<file path="config.mk">
export PLATFORM = sky130hd
export DESIGN_NAME = irq_hier_ctrl
export DESIGN_NICKNAME = d
export VERILOG_FILES = /design/src/rtl/irq_pkg.sv /design/src/rtl/irq_src_bank.sv /design/src/rtl/irq_settle.sv /design/src/rtl/irq_ident.sv /design/src/rtl/irq_hier_ctrl.sv
export SDC_FILE = /design/constraint.sdc
export NUM_CORES = 1
export LEC_CHECK = 0
export BUFFER_PORTS_ARGS = -buffer_cell sky130_fd_sc_hd__buf_2
export CAP_MARGIN = 20
export CORE_ASPECT_RATIO = 0.5
export CORE_MARGIN = 4
export CORE_UTILIZATION = 52
export CTS_BUF_LIST = sky130_fd_sc_hd__clkbuf_8
export CTS_CLUSTER_SIZE = 10
export DETAILED_ROUTE_END_ITERATION = 7
export PLACE_DENSITY_LB_ADDON = 0.12
export SLEW_MARGIN = 20
export SYNTH_ARGS = -nofsm -noshare
export SYNTH_HDL_FRONTEND = slang
export SYNTH_SLANG_ARGS = --single-unit
</file>
<file path="constraint.sdc">
create_clock -name clk_i -period 4.7 [get_ports clk_i]
set_input_delay 0.47 -clock clk_i [delete_from_list [all_inputs] [get_ports clk_i]]
set_output_delay 0.47 -clock clk_i [all_outputs]
set_load 0.05 [all_outputs]
</file>
<file path="src/rtl/irq_pkg.sv">
package irq_pkg;
  localparam int ADDR_W    = 5;
  localparam int FLAG_BASE = 0;
  localparam int EN_BASE   = 8;
  localparam logic [ADDR_W-1:0] A_MODEN = 5'd16;
  localparam logic [ADDR_W-1:0] A_GLOB  = 5'd17;
  localparam logic [ADDR_W-1:0] A_VEC   = 5'd18;
  localparam logic [ADDR_W-1:0] A_IDENT = 5'd19;

  // Length of the quiet window that follows a flag clear
  function automatic logic [1:0] settle_len(input logic any_clr, input logic any_sync);
    if (any_sync) return 2'd2;
    if (any_clr)  return 2'd1;
    return 2'd0;
  endfunction
endpackage

</file>
<file path="src/rtl/irq_src_bank.sv">
module irq_src_bank #(
  parameter int SRC_N = 8
) (
  input  logic             clk_i,
  input  logic             rst_ni,
  input  logic [SRC_N-1:0] evt_i,
  input  logic [SRC_N-1:0] clr_i,
  input  logic             en_we_i,
  input  logic [SRC_N-1:0] en_wdata_i,
  output logic [SRC_N-1:0] flag_o,
  output logic [SRC_N-1:0] en_o,
  output logic             pend_o
);
  logic [SRC_N-1:0] flag_q, en_q;

  // set has priority over a simultaneous clear
  always_ff @(posedge clk_i or negedge rst_ni) begin
    if (!rst_ni) begin
      flag_q <= '0;
      en_q   <= '0;
    end else begin
      flag_q <= (flag_q & ~clr_i) | evt_i;
      if (en_we_i) en_q <= en_wdata_i;
    end
  end

  assign flag_o = flag_q;
  assign en_o   = en_q;
  assign pend_o = |(flag_q & en_q);
endmodule

</file>
<file path="src/rtl/irq_settle.sv">
module irq_settle import irq_pkg::*; #(
  parameter int TOT = 64,
  parameter logic [TOT-1:0] SYNC_SRCS = '0
) (
  input  logic           clk_i,
  input  logic           rst_ni,
  input  logic [TOT-1:0] clr_i,
  output logic           busy_o
);
  logic [1:0] cnt_q, load;

  assign load = settle_len(|clr_i, |(clr_i & SYNC_SRCS));

  always_ff @(posedge clk_i or negedge rst_ni) begin
    if (!rst_ni)           cnt_q <= 2'd0;
    else if (load != 2'd0) cnt_q <= load;
    else if (cnt_q != 2'd0) cnt_q <= cnt_q - 2'd1;
  end

  assign busy_o = (cnt_q != 2'd0);
endmodule

</file>
<file path="src/rtl/irq_ident.sv">
module irq_ident #(
  parameter int NUM_MOD = 8,
  parameter int DATA_W  = 16,
  parameter logic [NUM_MOD-1:0] SYS_MODS = '0
) (
  input  logic [NUM_MOD-1:0] pend_i,
  input  logic [NUM_MOD-1:0] mod_en_i,
  output logic [NUM_MOD-1:0] live_o,
  output logic [DATA_W-1:0]  ident_o
);
  // class bits: {peripheral, system}
  function automatic logic [1:0] pend_class(input logic [NUM_MOD-1:0] live);
    return {|(live & ~SYS_MODS), |(live & SYS_MODS)};
  endfunction

  assign live_o = pend_i & mod_en_i;

  always_comb begin
    ident_o = '0;
    ident_o[NUM_MOD-1:0]         = live_o;
    ident_o[NUM_MOD+1:NUM_MOD]   = pend_class(live_o);
  end
endmodule

</file>
<file path="src/rtl/irq_hier_ctrl.sv">
module irq_hier_ctrl import irq_pkg::*; #(
  parameter int NUM_MOD = 8,
  parameter int SRC_N   = 8,
  parameter int DATA_W  = 16,
  parameter logic [NUM_MOD-1:0] SYS_MODS = 8'h03,
  parameter logic [NUM_MOD*SRC_N-1:0] SYNC_SRCS = {(NUM_MOD*SRC_N/2){2'b10}}
) (
  input  logic                     clk_i,
  input  logic                     rst_ni,
  input  logic [NUM_MOD*SRC_N-1:0] evt_i,
  input  logic                     wr_en_i,
  input  logic [ADDR_W-1:0]        wr_addr_i,
  input  logic [DATA_W-1:0]        wr_data_i,
  input  logic [ADDR_W-1:0]        rd_addr_i,
  output logic [DATA_W-1:0]        rd_data_o,
  input  logic                     ack_i,
  input  logic                     ret_i,
  output logic                     irq_o,
  output logic [DATA_W-1:0]        irq_vec_o
);
  localparam int TOT = NUM_MOD * SRC_N;

  logic [NUM_MOD-1:0][SRC_N-1:0] flags, ens;
  logic [TOT-1:0]     clr_flat, flags_flat;
  logic [NUM_MOD-1:0] pend_src, mod_live, mod_en_q;
  logic               glob_q, in_svc_q, settle_busy, vec_we;
  logic [DATA_W-1:0]  vec_q, ident;

  for (genvar m = 0; m < NUM_MOD; m++) begin : g_mod
    localparam logic [ADDR_W-1:0] A_F = ADDR_W'(FLAG_BASE + m);
    localparam logic [ADDR_W-1:0] A_E = ADDR_W'(EN_BASE + m);
    assign clr_flat[m*SRC_N +: SRC_N] =
      (wr_en_i && wr_addr_i == A_F) ? wr_data_i[SRC_N-1:0] : '0;
    irq_src_bank #(.SRC_N(SRC_N)) u_bank (
      .clk_i      (clk_i),
      .rst_ni     (rst_ni),
      .evt_i      (evt_i[m*SRC_N +: SRC_N]),
      .clr_i      (clr_flat[m*SRC_N +: SRC_N]),
      .en_we_i    (wr_en_i && wr_addr_i == A_E),
      .en_wdata_i (wr_data_i[SRC_N-1:0]),
      .flag_o     (flags[m]),
      .en_o       (ens[m]),
      .pend_o     (pend_src[m])
    );
    assign flags_flat[m*SRC_N +: SRC_N] = flags[m];
  end

  irq_settle #(.TOT(TOT), .SYNC_SRCS(SYNC_SRCS)) u_settle (
    .clk_i  (clk_i),
    .rst_ni (rst_ni),
    .clr_i  (clr_flat),
    .busy_o (settle_busy)
  );

  irq_ident #(.NUM_MOD(NUM_MOD), .DATA_W(DATA_W), .SYS_MODS(SYS_MODS)) u_ident (
    .pend_i   (pend_src),
    .mod_en_i (mod_en_q),
    .live_o   (mod_live),
    .ident_o  (ident)
  );

  assign vec_we = wr_en_i && (wr_addr_i == A_VEC);

  always_ff @(posedge clk_i or negedge rst_ni) begin
    if (!rst_ni) begin
      mod_en_q <= '0;
      glob_q   <= 1'b0;
      vec_q    <= '0;
      in_svc_q <= 1'b0;
    end else begin
      if (wr_en_i && wr_addr_i == A_MODEN) mod_en_q <= wr_data_i[NUM_MOD-1:0];
      if (wr_en_i && wr_addr_i == A_GLOB)  glob_q   <= wr_data_i[0];
      if (vec_we)                          vec_q    <= wr_data_i;
      if (ack_i)      in_svc_q <= 1'b1;
      else if (ret_i) in_svc_q <= 1'b0;
    end
  end

  assign irq_o     = (|mod_live) & glob_q & ~in_svc_q & ~settle_busy;
  assign irq_vec_o = vec_q;

  always_comb begin
    rd_data_o = '0;
    for (int m = 0; m < NUM_MOD; m++) begin
      if (rd_addr_i == ADDR_W'(FLAG_BASE + m)) rd_data_o[SRC_N-1:0] = flags[m];
      if (rd_addr_i == ADDR_W'(EN_BASE + m))   rd_data_o[SRC_N-1:0] = ens[m];
    end
    if (rd_addr_i == A_MODEN) rd_data_o[NUM_MOD-1:0] = mod_en_q;
    if (rd_addr_i == A_GLOB)  rd_data_o[0] = glob_q;
    if (rd_addr_i == A_VEC)   rd_data_o = vec_q;
    if (rd_addr_i == A_IDENT) rd_data_o = ident;
  end
endmodule

</file>
### Word level (Yosys, flattened, before mapping)

Index checks and enable logic that the tools add are counted.

* $add $sub $neg: 1
* equality and inequality tests: 37
* reductions and logical operators: 38
* multiplexer cells: 39
* bitwise operators: 38

Operators by type and width (count)
* 2-to-1 mux 8 bit: 25
* bitwise AND 8 bit: 17
* == test 5 x 4 -> 1 bit (second input constant): 16
* OR reduction 8 bit: 9
* NOT 8 bit: 8
* bitwise OR 8 bit: 8
* OR reduction 64 bit: 1
* == test 5 x 3 -> 1 bit (second input constant): 8
* == test 5 bit (second input constant): 7
* 2-to-1 mux 16 bit: 2
* OR reduction 32 bit: 1
* == test 5 x 2 -> 1 bit (second input constant): 4
* logical AND 1 bit: 19
* 2-to-1 mux 2 bit: 6
* == test 5 x 1 -> 1 bit (second input constant): 2
* zero test 5 bit: 2
* nonzero test 2 bit: 4
* 2-to-1 mux 1 bit: 6
* OR reduction 6 bit: 1
* bitwise AND 1 bit: 3
* NOT 1 bit: 2
* OR reduction 2 bit: 1
* subtractor 2 x 1 -> 2 bit (second input constant): 1

* input port bits: 95
* register bits after elaboration: 156
* output and inout bits: 33

### Depth between registers and ports, before layout

* depth after elaboration: 21
* depth in mapped cells: 9
* depth with buffers taken out: 6

### By module

A second synthesis with hierarchy kept.

* cell total of the unflattened synthesis: 886
* area total of the unflattened synthesis: 9157.5 um2

Modules (own cells, without submodules)
* irq_src_bank: area each 658.1 um2, instances 8, seq. area each 400.4 um2, cells each 46
* irq_hier_ctrl: area each 3432.0 um2, instances 1, seq. area each 650.6 um2, cells each 460
* irq_settle: area each 265.3 um2, instances 1, seq. area each 50.0 um2, cells each 31
* irq_ident: area each 195.2 um2, instances 1, seq. area each 0.0 um2, cells each 27

### Worst setup path after synthesis

No wires, ideal clock.

* path kind: input-to-output
* start point: input port rd_addr_i[2]
* end point: output port rd_data_o[7]
* data arrival time: 2761 ps
* data required time: 4230 ps
* setup slack: 1469 ps
* cell stages on the path: 8
* buffers on the path: 3
* path through: buf_2 -> buf_6 -> nor4b_1 -> buf_2 -> nand2_1 -> nand2_1 -> o31ai_1 -> a221oi_1

* word-level cells in the longest chain between the ends: 20
* elaborated cells between the ends (all ways): 38
* classes of those cells: 18 x eq/ne; 19 x mux; 1 x reduce/logical

RTL lines
* from (decl): RTL line irq_hier_ctrl.sv:14 `input logic [ADDR_W-1:0] rd_addr_i,`
* zero test 5 bit: RTL line irq_hier_ctrl.sv:85 `if (rd_addr_i == ADDR_W'(FLAG_BASE + m)) rd_data_o[SRC_N-1:0] = flags[m];`
* 2-to-1 mux 8 bit: RTL line irq_hier_ctrl.sv:85
* 2-to-1 mux 8 bit: RTL line irq_hier_ctrl.sv:86 `if (rd_addr_i == ADDR_W'(EN_BASE + m)) rd_data_o[SRC_N-1:0] = ens[m];`
* 2-to-1 mux 8 bit: RTL line irq_hier_ctrl.sv:85
* 2-to-1 mux 8 bit: RTL line irq_hier_ctrl.sv:86
* 2-to-1 mux 8 bit: RTL line irq_hier_ctrl.sv:85
* 2-to-1 mux 8 bit: RTL line irq_hier_ctrl.sv:86
* 2-to-1 mux 8 bit: RTL line irq_hier_ctrl.sv:85
* (+4 left out)
* 2-to-1 mux 8 bit: RTL line irq_hier_ctrl.sv:86
* 2-to-1 mux 8 bit: RTL line irq_hier_ctrl.sv:85
* 2-to-1 mux 8 bit: RTL line irq_hier_ctrl.sv:86
* 2-to-1 mux 8 bit: RTL line irq_hier_ctrl.sv:85
* 2-to-1 mux 8 bit: RTL line irq_hier_ctrl.sv:86
* 2-to-1 mux 8 bit: RTL line irq_hier_ctrl.sv:88 `if (rd_addr_i == A_MODEN) rd_data_o[NUM_MOD-1:0] = mod_en_q;`
* 2-to-1 mux 16 bit: RTL line irq_hier_ctrl.sv:90 `if (rd_addr_i == A_VEC) rd_data_o = vec_q;`
* 2-to-1 mux 16 bit (*): RTL line irq_hier_ctrl.sv:91 `if (rd_addr_i == A_IDENT) rd_data_o = ident;`
* to (decl): RTL line irq_hier_ctrl.sv:15 `output logic [DATA_W-1:0] rd_data_o,`

Every way passes the cells marked *; elsewhere a longest branch is shown, timed or not.

### Worst setup path in the final report

* start point: input port rd_addr_i[0]
* end point: output port rd_data_o[6]

The elaborated chain is that of the path after synthesis.

==> run_results.csv <==
group,metric,value,unit
timing,setup_tns,0,ns
routing,drtPass1Iterations,8,
cts,cts_max_level,4,
outcome,violations,"design-rule violations",
critical_path,reg2reg_slack,3.62,ns
global_routing,grt_pass1_vias,7046,
cts,cts_tree,"done",
die,die_area,18300,µm²
finish,drive_gt1_share,30.6,%
global_routing,grt_max_degree,65,
timing,fin_crit,3.77,ns
routing,ant_nets,0,
synth,synth_seq_area_share,46.7,%
synth,synth_nets,908,
power_and_ir_drop,p_switching,1170,µW
place,dp_hpwl,20.4,mm
cts,clkSlewWorstSetupHoldPaths,0.10,ns
die,die_h,97.7,µm
power_and_ir_drop,power.leakage,0.00397,µW
outcome,status,"complete, but fails checks",
routing,wl_per_cell,25.0,µm
min_path,holdPathStages,2,
global_routing,grt_pass1_wl,42.9,mm
timing,worst_pin_slew,0.971,ns
critical_path,endpoint_kind,"primary output",
synth,synth_top_area_share,46.7,%
place,pre_cts_ws,1.09,ns
finish,layout.cells.non_filler,1132,
timing,slew_violations,0,
timing,layout_setup_ws,0.933,ns
routing,vias_per_cell,6.50,
min_path,hold_path_end,"g_mod[6].u_bank.flag_o[5]",
synth,synthTopCellsByArea,"dfrtp_1 47%, mux2_2 13%, a21o_1 5.8%",
cts,numCtsBuffers,17,
routing,drc,2,
critical_path,r2r_cells,5,
global_routing,grt_usage,30.8,%
timing,hold_ws,0.163,ns
finish,synthToLayoutAreaGrowth,13.5,%
critical_path,reg2reg_from,"u_settle.cnt_q[0]",
finish,fill_cells,1378,
finish,fin_nets,1011,
power_and_ir_drop,pwr-share-seq,47.1,%
critical_path,critPathKind,"primary input to primary output",
min_path,min_from,"evt_i[53]",
run,maxCapViolCount,0,
power_and_ir_drop,peakVddDrop,0.000230,V
power_and_ir_drop,pwr-share-comb,22.4,%
timing,period_share,80.2,%
critical_path,cp.required,4.23,ns
routing,vias,7361,
routing,drt_first_iter_violations,758,
finish,n_antenna_cell,0,
cts,ctsResizeCount,0,
cts,cts_buffer_depth,2,
cts,clock_latency,0.46,ns
place,place_congestion,1.02,
synth,synth_area,8370,µm²
synth,synth_top_cell_by_area,"dfrtp_1",
die,initial_core_util,53.7,%
critical_path,worst_ep_arrival_time,3.30,ns
power_and_ir_drop,power_density,370,nW/µm²
die,core-area,15600,µm²
timing,max_freq,265,MHz
global_routing,antenna_found_initial,1,
timing,finClkSkew,0.000231,ns
critical_path,path_max_fanout,39,
synth,syn_avg_cell_area,10.3,µm²
synth,async_flop_share,100,%
timing,setup_viol,0,
critical_path,startpoint_type,"primary input",
die,num_rows,32,
critical_path,r2r_end,"u_settle.cnt_q[1]",
synth,synth_edf_count,0,
synth,yosys_register_bits,156,
cts,cts_root_buf,"clkbuf_8",
place,dp_cells,1099,
power_and_ir_drop,p_int,2350,µW
global_routing,grt_overflow,0,
die,die_w,187,µm
power_and_ir_drop,power,3520,µW
timing,rsz0062_at_grt,"no",
power_and_ir_drop,p_clk_share,30.5,%
synth,synth_ff_type,"dfrtp_1",
routing,routed_wl,28.3,mm
synth,ys_types,72,
power_and_ir_drop,p_sw_share,33.3,%
timing,relSlewSlack,35.1,%
cts,cts_sinks,156,
timing,hold_viol,0,
die,io_pins,128,
place,io_buffer_count,127,
synth,yosysWarnings,0,
min_path,hold_class,"primary input to flip-flop",
synth,netlist_instances,812,
[cells in the mapped netlist (all sizes together), types with 3 or more instances]
cell and number:
a22oi 37, nand3b 3, o211ai 3, nand3 14, and2 3, nor3b 5
dfrtp 156, mux2 95, a2111oi 3, o21ai 30, o22ai 11, nor2 39
buf 32, and3b 3, nand2 113, a21o 66, nor3 11, a32oi 3
inv 11, a2bb2oi 6, a21oi 32, mux2i 15, nor2b 7, o221ai 6
a31oi 10, nand4 8, a211oi 8, o32ai 4, nand2b 7, and3 7
clkbuf 22, a221oi 6
[cells by family (layout without fill, tap and decap cells)]
kind of cell | count (synthesis) | count (layout) | synth area share, %
compound gates | 246 | 246 | 20.8
buf+inv | 66 | 182 | 3.96
mux | 110 | 110 | 14.6
xor+xnor | 2 | 2 | 0.209
fa+ha+maj | 1 | 1 | 0.150
simple gates | 231 | 231 | 13.7
flops | 156 | 156 | 46.7
[cell usage in the layout, fill, tap and decap left out, drive strengths merged, types with 3 or more instances in the layout]
cell type | netlist | routed
inv | 11 | 14
and3 | 7 | 7
mux2 | 95 | 95
and3b | 3 | 3
a32oi | 3 | 3
a221oi | 6 | 6
o211ai | 3 | 3
and2 | 3 | 3
a31oi | 10 | 10
a211oi | 8 | 8
clkinv | 1 | 7
a21o | 66 | 66
nand3 | 14 | 14
nand2b | 7 | 7
o32ai | 4 | 4
a2111oi | 3 | 3
nor2 | 39 | 39
a22oi | 37 | 37
nand3b | 3 | 3
nor3b | 5 | 5
clkbuf | 22 | 21
buf | 32 | 137
o22ai | 11 | 11
o21ai | 30 | 30
nor2b | 7 | 7
mux2i | 15 | 15
a21oi | 32 | 32
nand2 | 113 | 113
o221ai | 6 | 6
a2bb2oi | 6 | 6
nand4 | 8 | 8
nor3 | 11 | 11
dfrtp | 156 | 156
[critical path, stage by stage]
cell	delay, ns
buf_2	0.35
buf_4	0.33
nand2b_1	0.33
o311a_1	0.38
a2bb2oi_1	0.19
nor3_1	0.07
a2111oi_0	0.56
buf_4	0.23
o221ai_1	0.12
buf_2	0.24
[routing by layer]
| layer | share of wire [%] | track usage, % |
|---|---|---|
| met5 | 0.071 | 0 |
| met4 | 0.96 | 5.58 |
| met3 | 13 | 12.9 |
| met2 | 39 | 40.9 |
| met1 | 47 | 46.9 |
[repair_timing]
action | in CTS | in global routing
setup buffers | 0 | 0
hold buffers | 1 | 0
hold endpoints to repair | 35 | 0
[power by group through the flow]
stage	registers [µW]	logic [µW]	clock network, µW
2_1_floorplan	1710	449	0
3_3_place_gp	1680	753	0
3_5_place_dp	1680	770	0
4_1_cts	1650	775	1090
5_1_grt	1680	840	1140
6_report	1660	787	1070
[flip-flops by register name, indices dropped and copies added, names as in the netlist]
register / count
in_svc_q: 1
irq_vec_o: 16
mod_en_q: 8
g_mod.u_bank.flag_o: 64
u_settle.cnt_q: 2
glob_q: 1
g_mod.u_bank.en_o: 64
[worst max-delay path by stage]
| stage | endpoint | slack (ns) | start |
|---|---|---|---|
| floorplan | rd_data_o[7] | 1.47 | rd_addr_i[2] |
| global placement | rd_data_o[6] | 1.16 | rd_addr_i[0] |
| detailed placement | rd_data_o[6] | 1.09 | rd_addr_i[0] |
| CTS | rd_data_o[6] | 1.06 | rd_addr_i[0] |
| global route | rd_data_o[6] | 0.86 | rd_addr_i[0] |
| finish | rd_data_o[6] | 0.93 | rd_addr_i[0] |
[metrics by stage]
| stage | cell area [µm²] | utilization [%] |
|---|---|---|
| after global routing | 9500 | 61.0 |
| after CTS | 9490 | 60.9 |
| after global placement | 9060 | 58.2 |
| after detailed placement | 9060 | 58.2 |
| final | 9500 | 61.0 |
| after floorplan | 8370 | - |
[layout make-up]
type | count | area, µm² | area share (%)
clock buffer | 21 | 289 | 3.04
clock inverter | 11 | 131 | 1.38
inverter | 12 | 45.0 | 0.474
multi-input combinational | 590 | 4150 | 43.7
sequential | 156 | 3900 | 41.1
tap | 204 | 255 | 2.69
timing repair buffer | 138 | 727 | 7.65
No activity file was read; power rests on OpenSTA's default activity.
